--- config.mk ---
export PLATFORM = sky130hd
export DESIGN_NAME = uart_rx_fifo_status
export DESIGN_NICKNAME = d
export VERILOG_FILES = /design/src/rtl/uart_rxf_pkg.sv /design/src/rtl/rxf_storage.sv /design/src/rtl/rxf_status.sv /design/src/rtl/uart_rx_fifo_status.sv
export SDC_FILE = /design/constraint.sdc
export NUM_CORES = 1
export LEC_CHECK = 0
export ABC_AREA = 1
export BUFFER_PORTS_ARGS = -buffer_cell sky130_fd_sc_hd__buf_2
export CAP_MARGIN = 15
export CORE_UTILIZATION = 46
export DETAILED_ROUTE_END_ITERATION = 8
export PLACE_DENSITY = 0.6
export SYNTH_ARGS = -nofsm -noshare
export SYNTH_HDL_FRONTEND = slang
export SYNTH_SLANG_ARGS = --single-unit
--- constraint.sdc ---
create_clock -name clk -period 3.8 [get_ports clk]
set_clock_uncertainty 0.2 [all_clocks]
set_input_delay 0.19 -clock clk [delete_from_list [all_inputs] [get_ports clk]]
set_output_delay 0.19 -clock clk [all_outputs]
set_load 0.01 [all_outputs]
--- src/rtl/uart_rxf_pkg.sv ---
package uart_rxf_pkg;

   // Where the next head entry comes from on a clock edge
   typedef enum logic [1:0] {
      ARR_NONE     = 2'd0,
      ARR_INCOMING = 2'd1,
      ARR_QUEUED   = 2'd2
   } arrival_src_e;

   function automatic int unsigned fill_width(input int unsigned depth);
      return $clog2(depth + 1);
   endfunction

   function automatic int unsigned ptr_width(input int unsigned depth);
      return (depth < 2) ? 1 : $clog2(depth);
   endfunction

endpackage

--- src/rtl/rxf_storage.sv ---
module rxf_storage
   import uart_rxf_pkg::*;
#(
   parameter int unsigned DATA_W = 8,
   parameter int unsigned DEPTH  = 16,
   localparam int unsigned PTR_W = ptr_width(DEPTH),
   localparam int unsigned CNT_W = fill_width(DEPTH)
) (
   input  logic              clk,
   input  logic              rst_n,
   input  logic              push,
   input  logic              pop,
   input  logic [DATA_W-1:0] wr_data,
   input  logic              wr_tag,
   output logic [DATA_W-1:0] head_data,
   output logic              next_tag,
   output logic [CNT_W-1:0]  count
);

   localparam int unsigned ENT_W = DATA_W + 1;
   localparam bit POW2 = ((DEPTH & (DEPTH - 1)) == 0);

   logic [ENT_W-1:0] mem [DEPTH];
   logic [PTR_W-1:0] rd_ptr, wr_ptr;
   logic [PTR_W-1:0] rd_inc, wr_inc;
   logic [ENT_W-1:0] head_ent, next_ent;

   generate
      if (POW2) begin : g_wrap_free
         assign rd_inc = rd_ptr + 1'b1;
         assign wr_inc = wr_ptr + 1'b1;
      end else begin : g_wrap_cmp
         assign rd_inc = (rd_ptr == PTR_W'(DEPTH - 1)) ? '0 : rd_ptr + 1'b1;
         assign wr_inc = (wr_ptr == PTR_W'(DEPTH - 1)) ? '0 : wr_ptr + 1'b1;
      end
   endgenerate

   always_ff @(posedge clk) begin
      if (push) mem[wr_ptr] <= {wr_tag, wr_data};
   end

   always_ff @(posedge clk or negedge rst_n) begin
      if (!rst_n) begin
         rd_ptr <= '0;
         wr_ptr <= '0;
         count  <= '0;
      end else begin
         if (push) wr_ptr <= wr_inc;
         if (pop)  rd_ptr <= rd_inc;
         unique case ({push, pop})
            2'b10:   count <= count + 1'b1;
            2'b01:   count <= count - 1'b1;
            default: count <= count;
         endcase
      end
   end

   assign head_ent  = mem[rd_ptr];
   assign next_ent  = mem[rd_inc];
   assign head_data = head_ent[DATA_W-1:0];
   assign next_tag  = next_ent[DATA_W];

endmodule

--- src/rtl/rxf_status.sv ---
module rxf_status
   import uart_rxf_pkg::*;
(
   input  logic         clk,
   input  logic         rst_n,
   input  logic         status_rd,
   input  logic         ovr_event,
   input  arrival_src_e arr_src,
   input  logic         incoming_tag,
   input  logic         queued_tag,
   output logic         overrun,
   output logic         parity
);

   logic arr_tag;

   always_comb begin
      unique case (arr_src)
         ARR_INCOMING: arr_tag = incoming_tag;
         ARR_QUEUED:   arr_tag = queued_tag;
         default:      arr_tag = 1'b0;
      endcase
   end

   // A set in the clearing cycle wins over the clear
   always_ff @(posedge clk or negedge rst_n) begin
      if (!rst_n) begin
         overrun <= 1'b0;
         parity  <= 1'b0;
      end else begin
         overrun <= (overrun & ~status_rd) | ovr_event;
         parity  <= (parity  & ~status_rd) | arr_tag;
      end
   end

endmodule

--- src/rtl/uart_rx_fifo_status.sv ---
module uart_rx_fifo_status
   import uart_rxf_pkg::*;
#(
   parameter int unsigned DATA_W = 8,
   parameter int unsigned DEPTH  = 16
) (
   input  logic              clk,
   input  logic              rst_n,
   input  logic              char_valid,
   input  logic [DATA_W-1:0] char_data,
   input  logic              char_perr,
   input  logic              data_rd,
   input  logic              status_rd,
   output logic [DATA_W-1:0] head_data,
   output logic              stat_ready,
   output logic              stat_overrun,
   output logic              stat_parity
);

   localparam int unsigned CNT_W = fill_width(DEPTH);

   generate
      if (DEPTH < 2) begin : g_bad_depth
         $error("uart_rx_fifo_status: DEPTH must be at least 2");
      end
      if (DATA_W < 1) begin : g_bad_width
         $error("uart_rx_fifo_status: DATA_W must be at least 1");
      end
   endgenerate

   logic [CNT_W-1:0]  fill_cnt;
   logic [DATA_W-1:0] raw_head;
   logic              nxt_tag;
   logic              is_empty, is_full;
   logic              push, pop, ovr_event;
   arrival_src_e      arr_src;

   assign is_empty  = (fill_cnt == '0);
   assign is_full   = (fill_cnt == CNT_W'(DEPTH));
   assign push      = char_valid & ~is_full;
   assign pop       = data_rd & ~is_empty;
   assign ovr_event = char_valid & is_full;

   always_comb begin
      if (pop && fill_cnt >= CNT_W'(2))
         arr_src = ARR_QUEUED;
      else if (push && (is_empty || (pop && fill_cnt == CNT_W'(1))))
         arr_src = ARR_INCOMING;
      else
         arr_src = ARR_NONE;
   end

   rxf_storage #(.DATA_W(DATA_W), .DEPTH(DEPTH)) u_store (
      .clk       (clk),
      .rst_n     (rst_n),
      .push      (push),
      .pop       (pop),
      .wr_data   (char_data),
      .wr_tag    (char_perr),
      .head_data (raw_head),
      .next_tag  (nxt_tag),
      .count     (fill_cnt)
   );

   rxf_status u_stat (
      .clk          (clk),
      .rst_n        (rst_n),
      .status_rd    (status_rd),
      .ovr_event    (ovr_event),
      .arr_src      (arr_src),
      .incoming_tag (char_perr),
      .queued_tag   (nxt_tag),
      .overrun      (stat_overrun),
      .parity       (stat_parity)
   );

   assign stat_ready = ~is_empty;
   assign head_data  = is_empty ? '0 : raw_head;

endmodule

==> flow_summary.yaml, run 1 <==
cts:
  post_cts_buffers: 0
  clockBufferDepth: 2
  cts_sinks: 159
  cts.reportedPaths.clkPinSlew_ns: 0.06
  clk_latency_ns: 0.42
  cts-buffers-inserted: 17
  cts_tree: "done"
  cts-root-buf: "clkbuf_16"
  h-tree-depth: 4
  cts_hold_buf: 11
  ctsResizeCount: 0
timing:
  min_period_over_period_pct: 73.8
  fmax_mhz: 357
  tns_ns: 0
  setup_violations: 0
  grt_setup_unrepaired: "false"
  hold_viol_final: 0
  fin_crit_ns: 2.80
  hold_ws_ns: 0.0178
  tightest_slew_ns: 0.934
  final_max_slew_viol_count: 0
  max_slew_margin_pct: 37.5
global_routing:
  first_global_vias: 4157
  track_usage_pct: 21.6
  use_met1_pct: 29.8
  grtUsageMet2_pct: 32.8
  met3_usage_pct: 4.94
  top_usage_layer: "met2"
  grt_max_degree: 75
  grt.overflow.total: 0
  grt_pass1_wl_mm: 22.9
  antenna_found_initial: 0
critical_path:
  r2r_slack_ns: 1.10
  crit_type: "reg -> out"
  startpoint_type: "flop"
  required_ns: 3.41
  worstPathArrival_ns: 2.41
  path_max_fanout: 17
  regToRegStartpoint: "u_store.count[0]"
  r2r-end: "u_store.mem[0][2]"
  r2r_cells: 7
  setup.worst_path.end_class: "primary output"
job:
  drv_cap: 0
logic_synthesis:
  synth.avg_cell_area_sq_um: 11.9
  netlist_area_sq_um: 6730
  synth_nets: 589
  yosysWarnings: 0
  ys_async_sr_fraction_pct: 9.43
  synth_cells: 564
  ys_seq_area_share_pct: 69.8
  synth.distinct_cells: 29
  synth_edf_count: 144
  synthFlopType: "edfxtp_1"
  ys_ff_latch: 159
power_and_ir_drop:
  p_sw_uw: 2080
  power_frac_comb_pct: 32.2
  sequentialPowerShare_pct: 38.8
  power_density_nw_per_um2: 777
  ir_worst_vdd_mv: 0.488
  sw_frac_of_total_pct: 35.1
  cellLeakagePower_uw: 0.00290
  intPower_uw: 3860
  power_frac_clock_pct: 29.1
floorplan:
  io_pins: 25
  die_w_um: 123
  rows: 43
  start_util_pct: 47.8
  die_h_um: 123
  die_area_sq_um: 15100
  core_area_sq_um: 14100
place:
  dp_cells: 749
  hpwlAfterDp_mm: 9.37
  place_area_sq_um: 6930
  place_congestion: 0.771
  port-buffer-count: 24
layout:
  antenna_cells: 0
  areaGrowthSynthToFinish_pct: 13.6
  drive_gt1_share_pct: 10.8
  fillers: 1213
  final_area_sq_um: 7650
  nets: 624
  final_cells: 792
routing:
  route.detailed.drc: 0
  drt_first_iter_violations: 386
  avgViaCountPerCell: 5.41
  first_pass_iters: 4
  antenna_left: 0
  num_vias: 4286
  drt_wl_total_mm: 15.0
  wl_per_cell_um: 19.0
worst_hold_path:
  hp-start: "char_data[5]"
  min_to: "u_store.mem[2][5]"
  hold_depth: 1
  min_path_type: "in -> reg"
status:
  status: "finished, final reports clean"
## how the worst max path moves through the flow
| stage | from | to | slack (ns) | cells past startpoint |
|---|---|---|---|---|
| final | u_store.rd_ptr[1] | head_data[3] | 1.0 | 8 |
| after global routing | u_store.rd_ptr[1] | head_data[6] | 0.79 | 8 |
| after CTS | u_store.rd_ptr[1] | head_data[3] | 0.97 | 8 |
| after detailed placement | u_store.count[0] | u_store.mem[0][1] | 1.14 | 7 |
| after global placement | u_store.count[0] | u_store.mem[0][1] | 1.22 | 7 |
| after floorplan | u_store.count[0] | u_store.mem[11][0] | 1.67 | 7 |
## power groups by stage
stage / Clock, uW / Combinational (uW) / Sequential [uW]
6_report: 1730 / 1910 / 2300
5_1_grt: 1820 / 2130 / 2330
4_1_cts: 1750 / 1920 / 2300
3_5_place_dp: 0 / 1900 / 2340
3_3_place_gp: 0 / 1880 / 2330
2_1_floorplan: 0 / 1440 / 2270
## synthesized netlist by cell type, types with 2 or more instances
cell / instances / area, sq um
nand4_1: 2 / 12.5
xnor2_1: 4 / 35.0
buf_6: 7 / 78.8
nand3_1: 17 / 85.1
o22ai_1: 17 / 106
buf_4: 8 / 60.1
edfxtp_1: 144 / 4320
nand2_1: 122 / 458
o21ai_0: 31 / 155
a21oi_1: 32 / 160
o21ai_1: 19 / 95.1
xor2_1: 7 / 61.3
inv_2: 2 / 7.51
buf_2: 6 / 30.0
mux2i_1: 7 / 70.1
nand2_2: 3 / 18.8
nand2_4: 2 / 22.5
inv_1: 31 / 116
nor3_1: 8 / 40.0
dfrtp_1: 15 / 375
ha_1: 11 / 138
clkbuf_1: 2 / 7.51
nor2_1: 61 / 229
## flip-flops by register name, summed over array words and instances (netlist names)
| register | cells |
|---|---|
| u_store.wr_ptr | 4 |
| u_stat.parity | 1 |
| u_stat.overrun | 1 |
| u_store.count | 5 |
| u_store.mem | 144 |
| u_store.rd_ptr | 4 |
## layout by cell type, fill, tap and decap left out, drive strengths merged
cell type | netlist | layout
nand4 | 2 | 2
inv | 33 | 33
ha | 11 | 11
clkinv | 2 | 5
mux2i | 7 | 7
xor2 | 7 | 7
xnor2 | 4 | 4
dlygate4sd3 | 0 | 11
a21oi | 33 | 33
nor3 | 9 | 9
dfrtp | 15 | 15
nand2 | 127 | 127
buf | 21 | 28
o22ai | 17 | 17
o21ai | 50 | 50
a21boi | 1 | 1
nand3b | 1 | 1
clkbuf | 2 | 26
nand3 | 17 | 17
nor2 | 61 | 61
edfxtp | 144 | 144
bufinv | 0 | 3
## area by class of cell
class	count	area, sq um	share of cell area [%]
inverters	35	136	1.78
multi-input cells	347	1720	22.5
well taps	180	225	2.95
clock inverters	6	105	1.37
clock buffers	26	499	6.53
repair buffers	39	260	3.40
flip-flops and latches	159	4700	61.5
## critical path, cell delays in order (launching register included)
cell	delay, ns
dfrtp_1	0.56
buf_4	0.27
nand2_2	0.31
a21oi_1	0.08
nor3_1	0.33
nand2_1	0.12
nand2_1	0.11
nor2_1	0.06
buf_2	0.13
## kinds of logic (layout without fill, tap and decap cells)
| kind of cell | Yosys count | after routing | synth area share (%) |
|---|---|---|---|
| AO/OA/AOI/OAI | 101 | 101 | 7.92 |
| buffers and inverters | 58 | 106 | 4.65 |
| XOR/XNOR | 11 | 11 | 1.43 |
| AND/OR/NAND/NOR | 217 | 217 | 13.1 |
| adder cells (fa/ha/maj) | 11 | 11 | 2.04 |
| flip-flops | 159 | 159 | 69.8 |
| multiplexers | 7 | 7 | 1.04 |
## per-stage QoR
step / setup WS, ns / total power, uW / util (%)
2_1_floorplan: 1.67 / 3710 / -
3_3_place_gp: 1.22 / 4210 / 49.2
3_5_place_dp: 1.14 / 4230 / 49.2
4_1_cts: 0.972 / 5970 / 54.3
5_1_grt: 0.791 / 6280 / 54.3
6_report: 0.997 / 5940 / 54.3
## per-layer routing
layer	wire, um	share of wire [%]
met4	355	2.4
met2	6930	46
met3	710	4.7
met5	0	0
met1	7040	47
(Power assumes the default switching activity.)
==> run 2: changes to the inputs <==
Settings changed: PLACE_DENSITY 0.6 to 0.63.
Clock period 3.8 ns to 2.45 ns, I/O delays scaled along.
==> run 2 against run 1 <==
Cell count increased by 2.9%. Clock power increased by 50%. Non-clock buffer count increased by 23. Routed wire length decreased by 0.15%. Global-route usage decreased by 0.28 points. Hold slack improved by 0.29 ns. Flip-flop and latch count unchanged. Largest cell class unchanged. Largest power group unchanged. Highest routed layer unchanged.
==> flow_summary.yaml, run 2 (synthesis results as in run 1) <==
routing:
  avgViaCountPerCell: 5.37
  route.detailed.drc: 0
  first_pass_iters: 5
  antenna_left: 0
  drt_first_iter_violations: 376
  wl_per_cell_um: 18.4
  drt_wl_total_mm: 15.0
  num_vias: 4376
critical_path:
  path_max_fanout: 17
  regToRegStartpoint: "u_store.count[0]"
  required_ns: 2.13
  setup.worst_path.end_class: "primary output"
  crit_type: "reg -> out"
  startpoint_type: "flop"
  r2r_slack_ns: 0.20
  r2r_cells: 11
  worstPathArrival_ns: 2.02
  crit_start: "u_store.rd_ptr[2]"
  r2r-end: "u_store.count[4]"
layout:
  fin_util_pct: 55.8
  final_common_cell: "edfxtp_1"
  antenna_cells: 0
  drive_gt1_share_pct: 14.5
  fillers: 1170
  seqCellArea_sq_um: 4700
  areaGrowthSynthToFinish_pct: 16.8
  final_cell_mix: "edfxtp_1, nand2_1, nor2_1"
  nets: 647
  largest-register: "u_store.mem"
  largest_reg_flops: 144
  top_regs: "u_store.mem: 144 flops, u_store.count: 5 flops"
  multi_input_area_sq_um: 1740
timing:
  grt_setup_unrepaired: "false"
  fmax_mhz: 427
  fin_crit_ns: 2.34
  tns_ns: 0
  setup_violations: 0
  tightest_slew_ns: 0.716
  final_max_slew_viol_count: 0
  min_period_over_period_pct: 95.7
  max_slew_margin_pct: 52.1
  hold_viol_final: 0
global_routing:
  track_usage_pct: 21.3
  antenna_found_initial: 0
  first_global_vias: 4204
  grt.overflow.total: 0
  grt_max_degree: 68
  grt_pass1_wl_mm: 22.9
place:
  port-buffer-count: 24
  place_congestion: 0.897
  hpwlAfterDp_mm: 9.52
floorplan:
  die_w_um: 123
  io_pins: 25
  start_util_pct: 47.8
  die_area_sq_um: 15100
  core_area_sq_um: 14100
  rows: 43
  die_h_um: 123
power_and_ir_drop:
  power_density_nw_per_um2: 1190
  p_total_uw: 9340
  power_frac_comb_pct: 33.8
  cellLeakagePower_uw: 0.00301
  power_frac_clock_pct: 27.8
  sequentialPowerShare_pct: 38.4
  p_sw_uw: 3340
  ir_worst_vdd_mv: 0.743
  sw_frac_of_total_pct: 35.7
  intPower_uw: 6000
status:
  status: "finished, final reports clean"
worst_hold_path:
  min_path_type: "in -> reg"
  hp-start: "status_rd"
  hold_depth: 5
  min_to: "u_stat.overrun"
cts:
  clk_latency_ns: 0.43
  cts-root-buf: "clkbuf_16"
  cts-buffers-inserted: 17
  post_cts_buffers: 0
  clockBufferDepth: 2
  cts_sinks: 159
  cts_tree: "done"
  cts.reportedPaths.clkPinSlew_ns: 0.06
  h-tree-depth: 4
job:
  drv_cap: 0
run 2: changes by cell type in the layout (fill, tap and decap cells not counted), moves of 2 or more:
cell / before / now
clkinvlp_4: 0 / 3
dfrtp_2: 1 / 4
clkinv_1: 1 / 4
nor3_1: 8 / 6
dfrtp_1: 14 / 11
dlygate4sd3_1: 11 / 14
buf_4: 4 / 21
clkbuf_1: 5 / 2
clkbuf_8: 4 / 0
nor3_2: 1 / 3
run 2: worst max-delay path by stage:
| stage | end | slack [ns] | cells past startpoint |
|---|---|---|---|
| floorplan | u_store.mem[15][0] | 0.32 | 7 |
| global placement | u_store.count[4] | 0.31 | 10 |
| detailed placement | u_store.count[4] | 0.16 | 10 |
| CTS | head_data[7] | 0.02 | 7 |
| global route | head_data[0] | 0.009 | 9 |
| finish | head_data[3] | 0.11 | 7 |
run 2: layout make-up:
| type | instances | area share (%) |
|---|---|---|
| inverters | 35 | 1.78 |
| clock inverters | 13 | 1.86 |
| well taps | 180 | 2.86 |
| multi-input cells | 347 | 22.1 |
| clock buffers | 19 | 5.51 |
| repair buffers | 62 | 6.03 |
| flip-flops and latches | 159 | 59.8 |
run 2: worst max-delay path, cell delays in order, from the launching register on:
cell and delay [ns]:
dfrtp_1 0.59, nand2_4 0.22, a21oi_1 0.23, nor3_1 0.09, nand2_1 0.11, nand2_1 0.09
nor2_1 0.12, buf_2 0.14
run 2: metal layers:
metal / share of wire [%] / vias up / track usage [%] / routed length, um
met1: 47 / 2135 / 30.6 / 6990
li1: - / 2076 / - / -
met3: 5.4 / 24 / 3.74 / 815
met2: 45 / 141 / 31.6 / 6770
met5: 0 / - / 0 / 0
met4: 3.0 / 0 / 10.3 / 451
run 2: power groups by stage:
| stage | sequential [uW] | clock, uW | combinational, uW |
|---|---|---|---|
| floorplan | 3530 | 0 | 2230 |
| global placement | 3600 | 0 | 2970 |
| detailed placement | 3620 | 0 | 3040 |
| CTS | 3560 | 2620 | 3060 |
| global route | 3620 | 2730 | 3510 |
| finish | 3590 | 2600 | 3160 |
run 2: what timing repair did:
action                                 in CTS  in global routing
hold buffers                               14                  0
pin swaps                                   0                  0
gates resized for setup                     1                  9
cloned                                      0                  1
setup endpoints to repair                   1                  9
endpoints found under the hold margin     168                  0
run 2: stage by stage:
| stage | hold WS, ns | setup WS (ns) | std cells | instance area [sq um] |
|---|---|---|---|---|
| 4_1_cts | 0.307 | 0.0241 | 814 | 7810 |
| 3_3_place_gp | -0.155 | 0.307 | 768 | 7090 |
| 2_1_floorplan | -0.373 | 0.318 | 564 | 6730 |
| 5_1_grt | 0.336 | 0.00860 | 815 | 7860 |
| 6_report | 0.306 | 0.105 | 815 | 7860 |
| 3_5_place_dp | -0.151 | 0.163 | 768 | 7090 |
==> run 3: changes to the inputs <==
==> constraint.sdc (replaced) <==
create_clock -name clk -period 2.45 [get_ports clk]
set_clock_uncertainty 0.2 [all_clocks]
set_input_delay 0.49 -clock clk [delete_from_list [all_inputs] [get_ports clk]]
set_output_delay 0.49 -clock clk [all_outputs]
set_load 0.01 [all_outputs]
==> run 3 against run 2 <==
The flow now finishes with violations (setup timing). Critical path type unchanged. Cell area rose by 3.4%. Setup slack got worse by 0.36 ns. Via count rose by 2.0%. Sequential share of layout area fell by 2.0 points. Cell count rose by 0.49%. Flip-flop and latch count did not move. Register-to-register slack barely moved. Critical path depth rose by 2. Die area did not move.
==> flow_summary.yaml, run 3 (synthesis results as in run 1) <==
floorplan:
  die_area_sq_um: 15100
  core_area_sq_um: 14100
  io_pins: 25
  die_h_um: 123
  start_util_pct: 47.8
  die_w_um: 123
  rows: 43
status:
  violations: "setup timing"
  status: "complete, but fails checks"
cts:
  cts-buffers-inserted: 17
  cts_tree: "done"
  clk_latency_ns: 0.42
  clockBufferDepth: 2
  h-tree-depth: 4
  cts-root-buf: "clkbuf_16"
  cts.reportedPaths.clkPinSlew_ns: 0.06
  cts_sinks: 159
critical_path:
  startpoint_type: "flop"
  worstPathArrival_ns: 2.01
  r2r-end: "u_store.count[4]"
  required_ns: 1.76
  path_max_fanout: 22
  regToRegStartpoint: "u_store.count[0]"
  crit_type: "reg -> out"
  r2r_slack_ns: 0.19
  setup.worst_path.end_class: "primary output"
  r2r_cells: 10
layout:
  seqCellArea_sq_um: 4700
  areaGrowthSynthToFinish_pct: 20.7
  multi_input_area_sq_um: 1840
  drive_gt1_share_pct: 21.1
  fillers: 1147
  final_area_sq_um: 8130
  largest_reg_flops: 144
  antenna_cells: 0
  largest-register: "u_store.mem"
  nets: 652
  final_cell_mix: "edfxtp_1, nand2_1, nor2_1"
  final_common_cell: "edfxtp_1"
  top_regs: "u_store.mem: 144 flops, u_store.count: 5 flops"
global_routing:
  antenna_found_initial: 0
  grt_pass1_wl_mm: 24.3
  grt.overflow.total: 0
  track_usage_pct: 22.7
  first_global_vias: 4438
  grt_max_degree: 23
power_and_ir_drop:
  power_frac_comb_pct: 39.8
  power_density_nw_per_um2: 1230
  sw_frac_of_total_pct: 35.5
  sequentialPowerShare_pct: 35.4
  cellLeakagePower_uw: 0.00311
  p_sw_uw: 3560
  intPower_uw: 6460
  power_frac_clock_pct: 24.8
  p_total_uw: 10000
  ir_worst_vdd_mv: 0.584
routing:
  first_pass_iters: 5
  avgViaCountPerCell: 5.45
  antenna_left: 0
  wl_per_cell_um: 19.1
  num_vias: 4462
  drt_first_iter_violations: 390
  drt_wl_total_mm: 15.7
  route.detailed.drc: 0
worst_hold_path:
  min_to: "u_stat.overrun"
  min_path_type: "in -> reg"
  hold_depth: 4
  hp-start: "status_rd"
timing:
  min_period_over_period_pct: 110
  final_max_slew_viol_count: 0
  max_slew_margin_pct: 68.6
  fmax_mhz: 370
  hold_viol_final: 0
  fin_crit_ns: 2.70
  tightest_slew_ns: 0.470
  grt_setup_unrepaired: "true"
  tns_ns: -1.71
  setup_violations: 8
  fin_ws_ns: -0.253
  hold_ws_ns: 0.135
place:
  place_congestion: 0.790
  pre_cts_slack_ns: 0.128
  place_area_sq_um: 7150
  port-buffer-count: 24
  hpwlAfterDp_mm: 9.48
job:
  drv_cap: 0
## run 3: repair_timing
action,in CTS,in global routing
cloned,6,0
pin swaps,17,12
endpoints found under the hold margin,15,0
hold buffers,1,0
setup buffers,8,0
gates resized for setup,31,22
setup endpoints to repair,8,8
## run 3: metal layers
metal  vias to the layer above  GRT usage, %  wire [um]
li1                       2087             -          -
met1                      2198          29.7       6700
met2                       153          36.8       7700
met3                        24          5.44        955
met4                         0          8.58        302
met5                         -             0          0
## run 3: area by class of cell
class,instances,share of cell area (%)
clock inverters,12,1.48
repair buffers,67,8.13
inverters,35,1.83
flip-flops and latches,159,57.9
multi-input cells,347,22.6
clock buffers,19,5.33
well taps,180,2.77
## run 3: how the worst max path moves through the flow
stage | to | slack, ns | depth (start not counted) | startpoint
finish | head_data[0] | -0.25 | 9 | u_store.rd_ptr[0]
global route | head_data[6] | -0.35 | 9 | u_store.rd_ptr[0]
CTS | head_data[0] | -0.20 | 11 | u_store.rd_ptr[0]
detailed placement | head_data[7] | 0.13 | 9 | u_store.rd_ptr[0]
global placement | head_data[7] | 0.18 | 9 | u_store.rd_ptr[0]
floorplan | u_store.mem[15][0] | 0.32 | 7 | u_store.count[0]
## run 3: stage by stage
stage / util [%] / std cells
floorplan: - / 564
global placement: 50.7 / 773
detailed placement: 50.7 / 773
CTS: 57.1 / 819
global route: 57.7 / 819
finish: 57.7 / 819
## run 3: power by group through the flow
stage	sequential, uW	clock (uW)	combinational, uW
2_1_floorplan	3530	0	2230
3_3_place_gp	3590	0	3070
3_5_place_dp	3610	0	3120
4_1_cts	3540	2500	3850
5_1_grt	3580	2620	4340
6_report	3550	2490	3980
## run 3: critical path, stage by stage (launching register included)
cell	delay (ns)
dfrtp_2	0.42
buf_6	0.14
bufbuf_16	0.30
nand2_1	0.07
nand2_1	0.06
a21oi_1	0.16
o21ai_2	0.10
a21oi_1	0.14
nor2_1	0.06
buf_2	0.13
